$ cat config.mk
export PLATFORM = sky130hd
export DESIGN_NAME = flash_cmd_decoder
export DESIGN_NICKNAME = d
export VERILOG_FILES = /design/src/rtl/flash_cmd_pkg.sv /design/src/rtl/fcd_ctrl.sv /design/src/rtl/fcd_datapath.sv /design/src/rtl/flash_cmd_decoder.sv
export SDC_FILE = /design/constraint.sdc
export NUM_CORES = 1
export LEC_CHECK = 0
export ABC_AREA = 1
export BUFFER_PORTS_ARGS = -buffer_cell sky130_fd_sc_hd__buf_2
export CORE_MARGIN = 2
export CORE_UTILIZATION = 47
export DETAILED_ROUTE_END_ITERATION = 7
export PLACE_DENSITY = 0.82
export RECOVER_POWER = 25
export SYNTH_ARGS = -nofsm -noshare
export SYNTH_HDL_FRONTEND = slang
export SYNTH_SLANG_ARGS = --single-unit
$ cat constraint.sdc
create_clock -name clk -period 1.7 [get_ports clk]
set_clock_uncertainty 0.2 [all_clocks]
set_input_delay 0.085 -clock clk [delete_from_list [all_inputs] [get_ports clk]]
set_output_delay 0.085 -clock clk [all_outputs]
set_load 0.02 [all_outputs]
$ cat src/rtl/flash_cmd_pkg.sv
package flash_cmd_pkg;

  localparam logic [13:0] KEY_ADDR_A = 14'h2A54;
  localparam logic [13:0] KEY_ADDR_B = 14'h15A8;
  localparam logic [7:0]  KEY_BYTE_A = 8'hA8;
  localparam logic [7:0]  KEY_BYTE_B = 8'h54;
  localparam logic [7:0]  OP_READPROT = 8'h90;
  localparam logic [7:0]  OP_BLKUNP   = 8'hC1;
  localparam logic [7:0]  OP_BLKUNP2  = 8'hF0;
  localparam logic [7:0]  OP_PROTWR   = 8'hC0;
  localparam logic [7:0]  OP_ERASE    = 8'h80;
  localparam logic [7:0]  OP_ERASEBLK = 8'h30;
  localparam logic [15:0] WORD_CODE_UNP = 16'hFFFF;
  localparam logic [15:0] WORD_CODE_PRT = 16'hFFFB;

  typedef enum logic [2:0] {
    S_IDLE, S_UNL1, S_UNL2, S_BTU, S_WPR, S_ERS, S_WIN
  } seqState_t;

  typedef struct packed {
    logic setRpm;
    logic btuDone;
    logic wprWrite;
    logic codeUnprot;
    logic codeProt;
    logic ersFirst;
    logic ersMore;
    logic ersAbort;
  } ctlStrobe_t;

endpackage

$ cat src/rtl/fcd_ctrl.sv
module fcd_ctrl
  import flash_cmd_pkg::*;
(
  input  logic        clk,
  input  logic        rstN,
  input  logic        wrEn,
  input  logic [15:0] addr,
  input  logic [15:0] wdata,
  input  logic        winOpen,
  output ctlStrobe_t  strobe
);

  seqState_t state, stateNext, stateEff;

  logic [13:0] codedAddr;
  logic [7:0]  lowByte;
  logic        isUnp, isPrt, isCode, atA, atB;

  assign codedAddr = addr[13:0];
  assign lowByte   = wdata[7:0];
  assign isUnp     = (wdata == WORD_CODE_UNP);
  assign isPrt     = (wdata == WORD_CODE_PRT);
  assign isCode    = isUnp | isPrt;
  assign atA       = (codedAddr == KEY_ADDR_A);
  assign atB       = (codedAddr == KEY_ADDR_B);

  // A closed window behaves as idle in the same cycle.
  assign stateEff = (state == S_WIN && !winOpen) ? S_IDLE : state;

  always_comb begin
    strobe    = '0;
    stateNext = stateEff;
    if (wrEn) begin
      stateNext = S_IDLE;
      if (stateEff == S_WPR) begin
        strobe.wprWrite = 1'b1;
      end else if (isCode) begin
        strobe.codeUnprot = isUnp;
        strobe.codeProt   = isPrt;
        strobe.ersAbort   = (stateEff == S_WIN);
      end else begin
        unique case (stateEff)
          S_IDLE: if (atA && lowByte == KEY_BYTE_A) stateNext = S_UNL1;
          S_UNL1: if (atB && lowByte == KEY_BYTE_B) stateNext = S_UNL2;
          S_UNL2: begin
            if (atA) begin
              unique case (lowByte)
                OP_READPROT: strobe.setRpm = 1'b1;
                OP_BLKUNP:   stateNext = S_BTU;
                OP_PROTWR:   stateNext = S_WPR;
                OP_ERASE:    stateNext = S_ERS;
                default:     stateNext = S_IDLE;
              endcase
            end
          end
          S_BTU: if (lowByte == OP_BLKUNP2) strobe.btuDone = 1'b1;
          S_ERS: if (lowByte == OP_ERASEBLK) begin
            strobe.ersFirst = 1'b1;
            stateNext       = S_WIN;
          end
          S_WIN: begin
            if (lowByte == OP_ERASEBLK) begin
              strobe.ersMore = 1'b1;
              stateNext      = S_WIN;
            end else begin
              strobe.ersAbort = 1'b1;
            end
          end
          default: stateNext = S_IDLE;
        endcase
      end
    end
  end

  always_ff @(posedge clk) begin
    if (!rstN) state <= S_IDLE;
    else       state <= stateNext;
  end

  // one write triggers at most one action
  a_r2_single_action: assert property (@(posedge clk) disable iff (!rstN)
    $onehot0({strobe.setRpm, strobe.btuDone, strobe.wprWrite, strobe.codeUnprot,
              strobe.codeProt, strobe.ersFirst, strobe.ersMore}));

  // without a write, no action is raised
  a_r2_idle_quiet: assert property (@(posedge clk) disable iff (!rstN)
    !wrEn |-> (strobe == '0));

endmodule

$ cat src/rtl/fcd_datapath.sv
module fcd_datapath
  import flash_cmd_pkg::*;
#(
  parameter int          NUM_BLOCKS = 4,
  parameter int          BLK_LSB    = 12,
  parameter int          WIN_CYCLES = 19200,
  parameter logic [15:0] PR_INIT    = 16'hFFFF
)(
  input  logic                  clk,
  input  logic                  rstN,
  input  logic                  wrEn,
  input  logic                  rdEn,
  input  logic [15:0]           addr,
  input  logic [15:0]           wdata,
  input  ctlStrobe_t            strobe,
  output logic                  winOpen,
  output logic                  readMode,
  output logic                  prRdEn,
  output logic [15:0]           prData,
  output logic [15:0]           tempProt,
  output logic                  eraseStart,
  output logic [NUM_BLOCKS-1:0] eraseMask,
  output logic [7:0]            status
);

  localparam int BLK_W = (NUM_BLOCKS > 1) ? $clog2(NUM_BLOCKS) : 1;
  localparam int CNT_W = $clog2(WIN_CYCLES + 1);
  localparam logic [CNT_W-1:0] WIN_LOAD = CNT_W'(WIN_CYCLES);

  logic [15:0]           protReg;
  logic                  writeErr;
  logic                  rpm;
  logic [CNT_W-1:0]      winCnt;
  logic [BLK_W-1:0]      blkIdx;
  logic [NUM_BLOCKS-1:0] blkBit;
  logic                  blkAllowed;
  logic                  wprReject;
  logic                  winLoad;

  assign blkIdx     = addr[BLK_LSB +: BLK_W];
  assign blkAllowed = tempProt[blkIdx];
  assign wprReject  = |(~protReg & wdata);
  assign winLoad    = strobe.ersFirst | strobe.ersMore;

  generate
    for (genvar b = 0; b < NUM_BLOCKS; b++) begin : g_blkDec
      assign blkBit[b] = (blkIdx == BLK_W'(b)) && blkAllowed;
    end
  endgenerate

  // protection register, temporary flags, write error
  always_ff @(posedge clk) begin
    if (!rstN) begin
      protReg  <= PR_INIT;
      tempProt <= PR_INIT;
      writeErr <= 1'b0;
    end else begin
      if (strobe.wprWrite) begin
        writeErr <= wprReject;
        if (!wprReject) begin
          protReg  <= wdata;
          tempProt <= wdata;
        end
      end
      if (strobe.btuDone)    tempProt[NUM_BLOCKS-1:0] <= '1;
      if (strobe.codeUnprot) tempProt[15] <= 1'b1;
      if (strobe.codeProt)   tempProt[15] <= 1'b0;
    end
  end

  // read-protection mode
  always_ff @(posedge clk) begin
    if (!rstN)              rpm <= 1'b0;
    else if (strobe.setRpm) rpm <= 1'b1;
    else if (wrEn)          rpm <= 1'b0;
  end

  // erase window and block mask
  always_ff @(posedge clk) begin
    if (!rstN) begin
      winCnt     <= '0;
      eraseMask  <= '0;
      eraseStart <= 1'b0;
    end else begin
      eraseStart <= 1'b0;
      if (strobe.ersAbort) begin
        winCnt    <= '0;
        eraseMask <= '0;
      end else if (winLoad) begin
        winCnt    <= WIN_LOAD;
        eraseMask <= strobe.ersFirst ? blkBit : (eraseMask | blkBit);
      end else if (winCnt != '0) begin
        winCnt <= winCnt - 1'b1;
        if (winCnt == CNT_W'(1)) eraseStart <= 1'b1;
      end
    end
  end

  assign winOpen  = (winCnt != '0);
  assign readMode = rpm;
  assign prRdEn   = rpm & rdEn & (addr[1:0] == 2'b10);
  assign prData   = protReg;
  assign status   = {2'b00, writeErr, 1'b0, winOpen, 3'b000};

  // stored protection bits never return from 0 to 1
  a_r7_no_reprogram: assert property (@(posedge clk) disable iff (!rstN)
    ((~$past(protReg) & protReg) == '0));

  // a rejected write leaves the register as it was
  a_r8_reject_keeps: assert property (@(posedge clk) disable iff (!rstN)
    $rose(writeErr) |-> $stable(protReg));

  // the erase launch is a single-cycle pulse
  a_r10_single_pulse: assert property (@(posedge clk) disable iff (!rstN)
    eraseStart |=> !eraseStart);

  // the window count never exceeds its load value
  a_r9_window_bounded: assert property (@(posedge clk) disable iff (!rstN)
    winCnt <= WIN_LOAD);

  // an abort closes the window on the next cycle
  a_r11_abort_closes: assert property (@(posedge clk) disable iff (!rstN)
    strobe.ersAbort |=> (!winOpen && eraseMask == '0));

endmodule

$ cat src/rtl/flash_cmd_decoder.sv
module flash_cmd_decoder
  import flash_cmd_pkg::*;
#(
  parameter int          NUM_BLOCKS = 4,
  parameter int          BLK_LSB    = 12,
  parameter int          CLK_MHZ    = 200,
  parameter int          TIMEOUT_US = 96,
  parameter logic [15:0] PR_INIT    = 16'hFFFF
)(
  input  logic                  clk,
  input  logic                  rstN,
  input  logic                  wrEn,
  input  logic                  rdEn,
  input  logic [15:0]           addr,
  input  logic [15:0]           wdata,
  output logic                  readMode,
  output logic                  prRdEn,
  output logic [15:0]           prData,
  output logic [15:0]           tempProt,
  output logic                  eraseStart,
  output logic [NUM_BLOCKS-1:0] eraseMask,
  output logic [7:0]            status
);

  localparam int WIN_CYCLES = CLK_MHZ * TIMEOUT_US;

  ctlStrobe_t strobe;
  logic       winOpen;

  fcd_ctrl u_ctrl (
    .clk     (clk),
    .rstN    (rstN),
    .wrEn    (wrEn),
    .addr    (addr),
    .wdata   (wdata),
    .winOpen (winOpen),
    .strobe  (strobe)
  );

  fcd_datapath #(
    .NUM_BLOCKS (NUM_BLOCKS),
    .BLK_LSB    (BLK_LSB),
    .WIN_CYCLES (WIN_CYCLES),
    .PR_INIT    (PR_INIT)
  ) u_dp (
    .clk        (clk),
    .rstN       (rstN),
    .wrEn       (wrEn),
    .rdEn       (rdEn),
    .addr       (addr),
    .wdata      (wdata),
    .strobe     (strobe),
    .winOpen    (winOpen),
    .readMode   (readMode),
    .prRdEn     (prRdEn),
    .prData     (prData),
    .tempProt   (tempProt),
    .eraseStart (eraseStart),
    .eraseMask  (eraseMask),
    .status     (status)
  );

endmodule

**Word-level counts from Yosys, hierarchy flattened**

Index checks and enable logic that the tools add are counted.

- Add/sub/neg operators: 1
- Order comparisons: 1
- Equality and inequality tests: 25
- Muxes and demuxes: 39
- Bitwise logic cells: 10
- Reductions and logical operators: 22

Operators by type and width:

| kind | count |
|---|---|
| == test 8 bit, second input constant | 6 |
| == test 16 bit, second input constant | 2 |
| two-way mux 16 bit | 2 |
| two-way mux 15 bit | 2 |
| two-way mux 3 bit | 6 |
| two-way mux 1 bit | 17 |
| AND 16 bit | 1 |
| NOT 16 bit | 1 |
| OR reduction 16 bit | 1 |
| == test 15 x 1 -> 1 bit, second input constant | 1 |
| nonzero test 15 bit | 1 |
| subtractor 15 x 1 -> 15 bit, second input constant | 1 |
| == test 14 x 13 -> 1 bit, second input constant | 1 |
| == test 14 bit, second input constant | 1 |
| == test 3 bit, second input constant | 4 |
| two-way mux 2 bit | 6 |
| case mux 3 bit (4 select lines) | 1 |
| case mux 3 bit (3 select lines) | 1 |
| == test 8 x 6 -> 1 bit, second input constant | 1 |
| == test 8 x 7 -> 1 bit, second input constant | 1 |
| two-way mux 8 bit | 1 |
| logical AND 1 bit | 7 |
| == test 2 bit, second input constant | 3 |
| == test 3 x 2 -> 1 bit, second input constant | 2 |
| other kinds (20) | 28 |

- Register bits: 57
- Input port bits: 36
- Output and inout bits: 47
- Word-level logic and storage cells: 109

**Logic depth before layout (Yosys ltp)**

Gate-level depths: netlist of run 1.

- Depth in word-level cells: 12
- Gate-level depth with buffers: 12
- Mapped depth without buffers: 11

**Modules after synthesis**

From an unflattened synthesis of run 1, not the netlist that was laid out.

- Cell total of the unflattened synthesis: 485
- Area, all modules: 3017.9 um2

Modules (own cells, without submodules):

| module | instances | cells an instance | area an instance (um2) | sequential area each (um2) |
|---|---|---|---|---|
| fcd_datapath | 1 | 326 | 2289.7 | 860.8 |
| fcd_ctrl | 1 | 159 | 728.2 | 60.1 |

**Worst setup path before layout of run 1**

OpenSTA, ideal clock, no wires.

- Path kind: register to register
- Start point: register u_dp.winCnt[0]
- End point: register u_dp.winCnt[6]
- Library setup time: 115 ps
- Arrival: 1475 ps
- Required time: 1385 ps
- Slack: -91 ps
- Cell stages (with the launch flop): 12
- Buffers on the path: 1
- Period minus slack after synthesis: 1791 ps
- Path through: dfxtp_1 > inv_1 > ha_1 > nand2_2 > nor2_4 > nand2_4 > nand4_2 > nand2_4 > clkinv_4 > nand2_4 > buf_8 > nor2_2

- Cells in the longest elaborated chain, start to end: 11
- Elaborated cells between the ends (all ways): 16
- Classes of those cells: add/sub: 1; eq/ne: 3; mux: 7; bitwise: 1; reduce/logical: 4

Ends and longest elaborated chain:

| what | RTL line | text |
|---|---|---|
| from (decl) | fcd_datapath.sv:33 | `logic [CNT_W-1:0] winCnt;` |
| from (signal assigned) | fcd_datapath.sv:93 | `winCnt <= winCnt - 1'b1;` |
| nonzero test 15 bit * | fcd_datapath.sv:99 | `assign winOpen = (winCnt != '0);` |
| named net u_ctrl.winOpen | fcd_ctrl.sv:9 | `input logic winOpen,` |
| zero test 1 bit | fcd_ctrl.sv:28 | `assign stateEff = (state == S_WIN && !winOpen) ? S_IDLE : state;` |
| logical AND 1 bit | fcd_ctrl.sv:28 |  |
| two-way mux 3 bit | fcd_ctrl.sv:28 |  |
| == test 3 bit, on equally long branches | fcd_ctrl.sv:42, fcd_ctrl.sv:40 |  |
| two-way mux 1 bit or two-way mux 2 bit (tied branches) | fcd_ctrl.sv:42 | `unique case (stateEff)` |
| two-way mux 2 bit | fcd_ctrl.sv:37 | `end else if (isCode) begin` |
| two-way mux 5 bit | fcd_ctrl.sv:35 | `if (stateEff == S_WPR) begin` |
| two-way mux 8 bit | fcd_ctrl.sv:33 | `if (wrEn) begin` |
| OR 1 bit | fcd_datapath.sv:43 | `assign winLoad = strobe.ersFirst \| strobe.ersMore;` |
| OR reduction 3 bit (no source line) | n/a |  |

Mark *: on every way through the listed nets, which the timed path passes. The rest lies on a longest branch.
A chain may end at the register's enable or synchronous reset.

**Worst setup path in the final report of run 1**

- Start point: input port wdata[9]
- End point: register u_dp.tempProt[15]

- Cells in the longest elaborated chain, start to end: 7
- Elaborated cells between the ends (all ways): 13
- Classes of those cells: eq/ne: 3; mux: 5; bitwise: 2; reduce/logical: 3

Ends and longest elaborated chain:

| what | RTL line | text |
|---|---|---|
| from (decl) | flash_cmd_decoder.sv:15 | `input logic [15:0] wdata,` |
| == test 16 bit, on equally long branches | fcd_ctrl.sv:21, fcd_ctrl.sv:22 |  |
| OR 1 bit | fcd_ctrl.sv:23 | `assign isCode = isUnp \| isPrt;` |
| two-way mux 2 bit | fcd_ctrl.sv:37 |  |
| two-way mux 5 bit | fcd_ctrl.sv:35 |  |
| two-way mux 8 bit | fcd_ctrl.sv:33 |  |
| inequality test 3 bit (no source line) (tied with other cells) | n/a |  |
| AND reduction 2 bit (no source line) or two-way mux 1 bit (tied branches) | n/a |  |
| to (signal assigned) | fcd_datapath.sv:62 | `tempProt <= wdata;` |
| to (decl) | fcd_datapath.sv:20 | `output logic [15:0] tempProt,` |

Parallel ways exist; a longest one is shown, timed or not.

==> flow_metrics.tcl, run 1 <==
set metrics [dict create \
    grt_usage_pct 24.2 \
    cp.arrival_ns 1.72 \
    synth_edf_count 0 \
    p_leak_nw 1.87 \
    fin_nets 571 \
    cts_buffers 5 \
    ys_seq_area_share_pct 32.2 \
    grt_max_degree 20 \
    placed_cells 565 \
    cap_violations 0 \
    hp-class "in -> reg" \
    synth.avg_cell_area_um2 6.90 \
    startpoint_type "input port" \
    syn_to_final_growth_pct 38.3 \
    dieWidth_um 82.0 \
    core_area_um2 5890 \
    num_rows 28 \
    vias 3217 \
    numPortBuffers 74 \
    async_flop_share_pct 0 \
    reg2reg_slack_ns -0.008 \
    synthAdderAreaFrac_pct 0.876 \
    criticalPathCategory "in -> reg" \
    required_ns 1.71 \
    place_ws_ns -0.0451 \
    fin_area_um2 3950 \
    synth-xor-area-share_pct 1.53 \
    p_per_area_nw_per_um2 1150 \
    via_per_inst 5.29 \
    finalCoreUtilization_pct 67.1 \
    synth_seq_cells 46 \
    dp_hpwl_mm 5.38 \
    synth-simple-area-share_pct 39.8 \
    ys.flop_type "dfxtp_1" \
    finalNonFillerCells 608 \
    routed_wirelength_mm 8.44 \
    grt_pass1_wl_mm 12.8 \
    clock_path_buffers 2 \
    ctsHtreeMaxLevel 2 \
    synth_cell_types 40 \
    clk_pin_slew_ns 0.09 \
    finalSetupTns_ns -0.0146 \
    yosys-mux-area-fraction_pct 0 \
    min_period_ns 1.71 \
    cts_tree "yes" \
    syn-instance-count 414 \
    worstReg2RegEnd "u_dp.winCnt[10]" \
    hold_viol_final 0 \
    fin_ws_ns -0.00778 \
    grt_pass1_vias 2930 \
    fin_crit_sh_pct 100 \
    status "complete, but fails checks" \
    timing.rr.start "u_dp.winCnt[1]" \
    fillerInstances 445 \
    slew_violations 0 \
    synth_top_family_by_area "simple AND/OR/NAND/NOR gates" \
    vdd_drop_max_uv 1030 \
    clock-sinks 46 \
    worstRegToRegCells 8 \
    cts_root_buf "clkbuf_8" \
    place.gp.congestion 0.885 \
    dr.pass1.iters 5 \
    drtAntennaViolNets 0 \
    initial_core_util_pct 48.6 \
    drc_errors 0 \
    cp_max_fo 2 \
    die_y_um 82.0 \
    post_drt_wl_per_cell_um 13.9 \
    synth-compound-area-share_pct 11.1 \
    antenna_found_initial 0 \
    end_kind "register" \
    grt_overflow 0 \
    setup_viol 2 \
    timing.critical_path.from "wdata[9]" \
    worstSetupEndpoint "u_dp.tempProt[15]" \
    rsz0062_at_grt "true" \
    synthesis.area_um2 2860 \
    clk_latency_ns 0.31 \
    drt_iter0_markers 123 \
    violations "setup timing" \
    holdWs_ns 0.0108 \
    drive_gt1_share_pct 37.5 \
    finalPower_mw 4.54 \
    n_antenna_cell 0 \
    fmax_ghz 0.586 \
    pin_count 83 \
    die_area_um2 6720 \
    yosysWarnings 0 \
    placed_area_um2 3330 \
]
==> synth_stat cells (2+ instances only) <==
| master | instances | area share [%] |
|---|---|---|
| nand2_1 | 90 | 12 |
| dfxtp_1 | 46 | 32 |
| inv_1 | 45 | 5.9 |
| nor2_1 | 42 | 5.5 |
| nand3_1 | 37 | 6.5 |
| buf_4 | 19 | 5.0 |
| nand4_1 | 14 | 3.1 |
| nor2_2 | 13 | 2.8 |
| a21oi_1 | 11 | 1.9 |
| nor3_1 | 11 | 1.9 |
| o21ai_0 | 11 | 1.9 |
| o211ai_2 | 9 | 3.9 |
| inv_2 | 8 | 1.1 |
| a21oi_2 | 7 | 2.1 |
| nand2_2 | 5 | 1.1 |
| nand2_4 | 3 | 1.2 |
| nand3b_1 | 3 | 0.79 |
| nor2_4 | 3 | 1.2 |
| nor3b_1 | 3 | 0.79 |
| o22ai_1 | 3 | 0.66 |
| xnor2_1 | 3 | 0.92 |
| and2_1 | 2 | 0.44 |
| buf_2 | 2 | 0.35 |
| buf_6 | 2 | 0.79 |
| ha_1 | 2 | 0.88 |
| nor2b_1 | 2 | 0.44 |
| nor4_1 | 2 | 0.44 |
| o211ai_1 | 2 | 0.53 |
| or2_2 | 2 | 0.44 |
| xor2_1 | 2 | 0.61 |
==> cell type report <==
type	instances	area, um^2	share of cell area, %
Multi-Input combinational cell	293	1750	44.3
Clock inverter	1	7.51	0.190
Timing Repair Buffer	132	871	22.0
Tap cell	75	93.8	2.37
Inverter	55	221	5.60
Sequential cell	46	936	23.7
Clock buffer	6	72.6	1.84
==> logic make-up after synthesis <==
family	after synthesis
compound gates	43
xor+xnor	5
fa+ha+maj	2
simple gates	236
other cells	1
buf+inv	81
flops	46
==> worst min path at each step <==
| stage | startpoint | to | cells past startpoint |
|---|---|---|---|
| after floorplan | wdata[12] | u_dp.tempProt[12] | 2 |
| after global placement | wdata[12] | u_dp.tempProt[12] | 3 |
| after detailed placement | wdata[12] | u_dp.tempProt[12] | 3 |
| after CTS | wdata[2] | u_dp.tempProt[15] | 5 |
| after global routing | wrEn | u_dp.readMode | 4 |
| final | addr[10] | u_dp.readMode | 6 |
==> worst max-delay path, cell delays in order <==
cell and delay (ns):
dlygate4sd3_1 0.52, buf_2 0.11, nand2_1 0.05, nor2_1 0.16, dlygate4sd3_1 0.58, nand4_1 0.09, nand2_1 0.08, nand2_1 0.04
==> registers in the layout, summed over array words and instances, names as in the netlist <==
name	cells
u_dp.tempProt	15
u_dp.winCnt	15
u_dp.prData	6
u_dp.eraseMask	4
u_ctrl.state	3
u_dp.eraseStart	1
u_dp.readMode	1
u_dp.writeErr	1
==> placed cells by master, fill, tap and decap left out, types with 2 or more instances in the layout <==
| master | count |
|---|---|
| a21oi_1 | 11 |
| or2_2 | 2 |
| and2_4 | 2 |
| nand2_1 | 85 |
| nand2_8 | 2 |
| nand2_2 | 8 |
| nor2_1 | 34 |
| xor2_1 | 2 |
| o21ai_1 | 6 |
| nand3_4 | 2 |
| o22ai_1 | 2 |
| nand2_4 | 4 |
| buf_2 | 60 |
| nand3_1 | 32 |
| nor3_1 | 7 |
| dfxtp_1 | 36 |
| o211ai_2 | 9 |
| nor2_2 | 18 |
| dlygate4sd3_1 | 22 |
| a21oi_2 | 6 |
| clkinv_4 | 2 |
| inv_2 | 10 |
| clkbuf_8 | 5 |
| dfxtp_2 | 9 |
| o211ai_1 | 2 |
| nand3b_1 | 3 |
| buf_4 | 31 |
| nand3_2 | 4 |
| inv_1 | 41 |
| nand4_1 | 14 |
| conb_1 | 6 |
| xnor2_1 | 3 |
| nor3b_1 | 2 |
| nor2_4 | 6 |
| buf_6 | 4 |
| clkbuf_1 | 15 |
| o21ai_0 | 5 |
| nor3_2 | 4 |
==> what timing repair did <==
action / 4_1_cts / 5_1_grt
pin swaps: 4 / 13
setup buffers: 6 / 6
hold buffers: 22 / 0
gates resized for setup: 13 / 61
endpoints found under the hold margin: 26 / 0
gates cloned: 0 / 2
setup endpoints to repair: 13 / 45
==> power breakdown <==
part	total (mW)	internal, mW	switching, mW
logic	2.49	1.14	1.35
clock network	0.664	0.283	0.381
registers	1.38	1.24	0.141
==> per-layer routing <==
| layer | wire length, um | share of wire, % | track usage, % | vias to the layer above |
|---|---|---|---|---|
| met5 | 0 | 0 | 0 | - |
| met4 | 213 | 2.5 | 7.33 | 0 |
| met3 | 487 | 5.8 | 4.84 | 21 |
| met2 | 4530 | 54 | 45.4 | 117 |
| li1 | - | - | - | 1567 |
| met1 | 3200 | 38 | 27.2 | 1512 |
Note: power is estimated with default switching activity, not from simulation.
==> run 2, diff against run 1 <==
==> constraint.sdc (replaced) <==
create_clock -name clk -period 1.7 [get_ports clk]
set_clock_uncertainty 0.2 [all_clocks]
set_input_delay 0.34 -clock clk [delete_from_list [all_inputs] [get_ports clk]]
set_output_delay 0.34 -clock clk [all_outputs]
set_load 0.02 [all_outputs]
==> run 2 against run 1 <==
  * The flow still finishes with violations (setup timing)
  * Sequential power about the same
  * Worst setup slack lost 0.16 ns
  * Die area is the same
  * Total power increased by 5.2%
  * Clock power barely moved
  * Cell area rose by 4.5%
  * Critical path type is now reg -> reg
  * Largest power group unchanged
==> flow_metrics.tcl, run 2 (same netlist as run 1, synthesis figures left out) <==
set metrics [dict create \
    required_ns 1.71 \
    fin_crit_sh_pct 110 \
    slowest_delay_ns 0.36 \
    routed_wirelength_mm 9.53 \
    dieWidth_um 82.0 \
    fin_nets 576 \
    min_period_ns 1.87 \
    vdd_drop_max_uv 1070 \
    p_sw_mw 2.03 \
    p_per_area_nw_per_um2 1160 \
    criticalPathCategory "reg -> reg" \
    dr.pass1.iters 6 \
    status "complete, but fails checks" \
    seq_power_share_pct 28.2 \
    finalSetupTns_ns -2.17 \
    hold_viol_final 0 \
    finalCoreUtilization_pct 70.2 \
    cts_root_buf "clkbuf_8" \
    hold_start "wdata[12]" \
    drtAntennaViolNets 0 \
    cp_max_fo 5 \
    hp-class "in -> reg" \
    finalPower_mw 4.78 \
    drive_gt1_share_pct 46.7 \
    internal_power_mw 2.75 \
    die_y_um 82.0 \
    ctsHtreeMaxLevel 2 \
    switching_share_pct 42.5 \
    crit_chain "inv_1, nand2_1, o21ai_1, nor2_1, nand2_1, nor2_4, nand2_4, buf_6, nand2_2, nand3_2, nand2_1, nand2_1" \
    vias 3412 \
    timing.critical_path.from "u_dp.prData[3]" \
    fin_ws_ns -0.167 \
    clock-sinks 46 \
    grt_pass1_vias 2910 \
    end_kind "register" \
    final_cell_mix "nand2_1, buf_2, buf_4" \
    crit_slowest_cell "dfxtp_2" \
    n_antenna_cell 0 \
    antenna_found_initial 0 \
    die_area_um2 6720 \
    violations "setup timing" \
    setup_viol 32 \
    ctsHoldBuffers 0 \
    combPwrFrac_pct 58.0 \
    hold_path_depth 3 \
    grt_pass1_wl_mm 12.7 \
    place.gp.congestion 0.890 \
    drt_iter0_markers 196 \
    numPortBuffers 74 \
    num_rows 28 \
    rsz0062_at_grt "true" \
    worstRegToRegCells 12 \
    cap_violations 0 \
    clock_path_buffers 2 \
    drc_errors 0 \
    post_drt_wl_per_cell_um 15.6 \
    clk_pin_slew_ns 0.10 \
    startpoint_type "register" \
    timing.rr.start "u_dp.prData[3]" \
    grt_usage_pct 24.2 \
    cp_common_cell "nand2_1" \
    dp_hpwl_mm 5.77 \
    cp.arrival_ns 1.88 \
    clk_latency_ns 0.31 \
    final_common_cell "nand2_1" \
    slew_violations 0 \
    fmax_ghz 0.536 \
    initial_core_util_pct 48.6 \
    cts_tree "yes" \
    grt_max_degree 20 \
    p_leak_nw 1.94 \
    grt_overflow 0 \
    cts_buffers 5 \
    core_area_um2 5890 \
    pin_count 83 \
    syn_to_final_growth_pct 44.5 \
    via_per_inst 5.57 \
    pwr-share-clk_pct 13.9 \
]
==> run 2: changes by cell type in the layout (fill, tap and decap cells not counted), sizes merged <==
cell,previous run,this run
buf,96,125
dlygate4sd3,22,0
clkbuf,20,18
clkinv,3,2
inv,52,53
==> run 2: metrics by stage <==
step	std cells	hold WS (ns)	worst slack [ns]	cell area, um^2
global placement	590	0.248	-0.0730	3520
detailed placement	590	0.248	-0.130	3520
finish	613	0.0976	-0.167	4130
global route	613	0.113	-0.194	4130
CTS	602	0.0863	-0.107	3750
floorplan	419	0.270	0.00207	2890
==> run 2: area by class of cell <==
type / instances / area, um^2
Fill cell: 435 / 1760
Sequential cell: 46 / 931
Inverter: 55 / 226
Multi-Input combinational cell: 293 / 1890
Clock inverter: 1 / 7.51
Tap cell: 75 / 93.8
Clock buffer: 6 / 72.6
Timing Repair Buffer: 137 / 911
==> run 2: power groups by stage <==
stage               Sequential [mW]  Clock, mW  Combinational (mW)
floorplan                      1.38          0                1.33
global placement               1.34          0                1.89
CTS                            1.34      0.656                2.29
global route                   1.36      0.713                3.01
finish                         1.35      0.662                2.77
detailed placement             1.35          0                1.95
==> run 2: worst paths after layout <==
check | to | slack [ns]
max | u_dp.tempProt[15] | -0.17
min reg2reg | u_dp.eraseMask[0] | 0.28
min | u_dp.tempProt[12] | 0.1
max reg2reg | u_dp.tempProt[15] | -0.17
==> run 2: what timing repair did <==
action,CTS,global route
gates resized for setup,32,79
buffers inserted,4,8
pin swaps,8,26
setup endpoints to repair,30,46
gates cloned,1,3
==> run 2: metal layers <==
metal  track usage (%)  wire (um)
met1              28.4       3400
met2              44.0       5060
met3              3.96        703
met4              8.83        371
met5                 0          0
==> run 2: critical path, delay by kind of cell (launching register included) <==
kind | cells | cell delay, ns
and+or+nand+nor | 9 | 0.93
DFF | 1 | 0.36
buffers and inverters | 2 | 0.21
AOI/OAI and AO/OA | 1 | 0.07
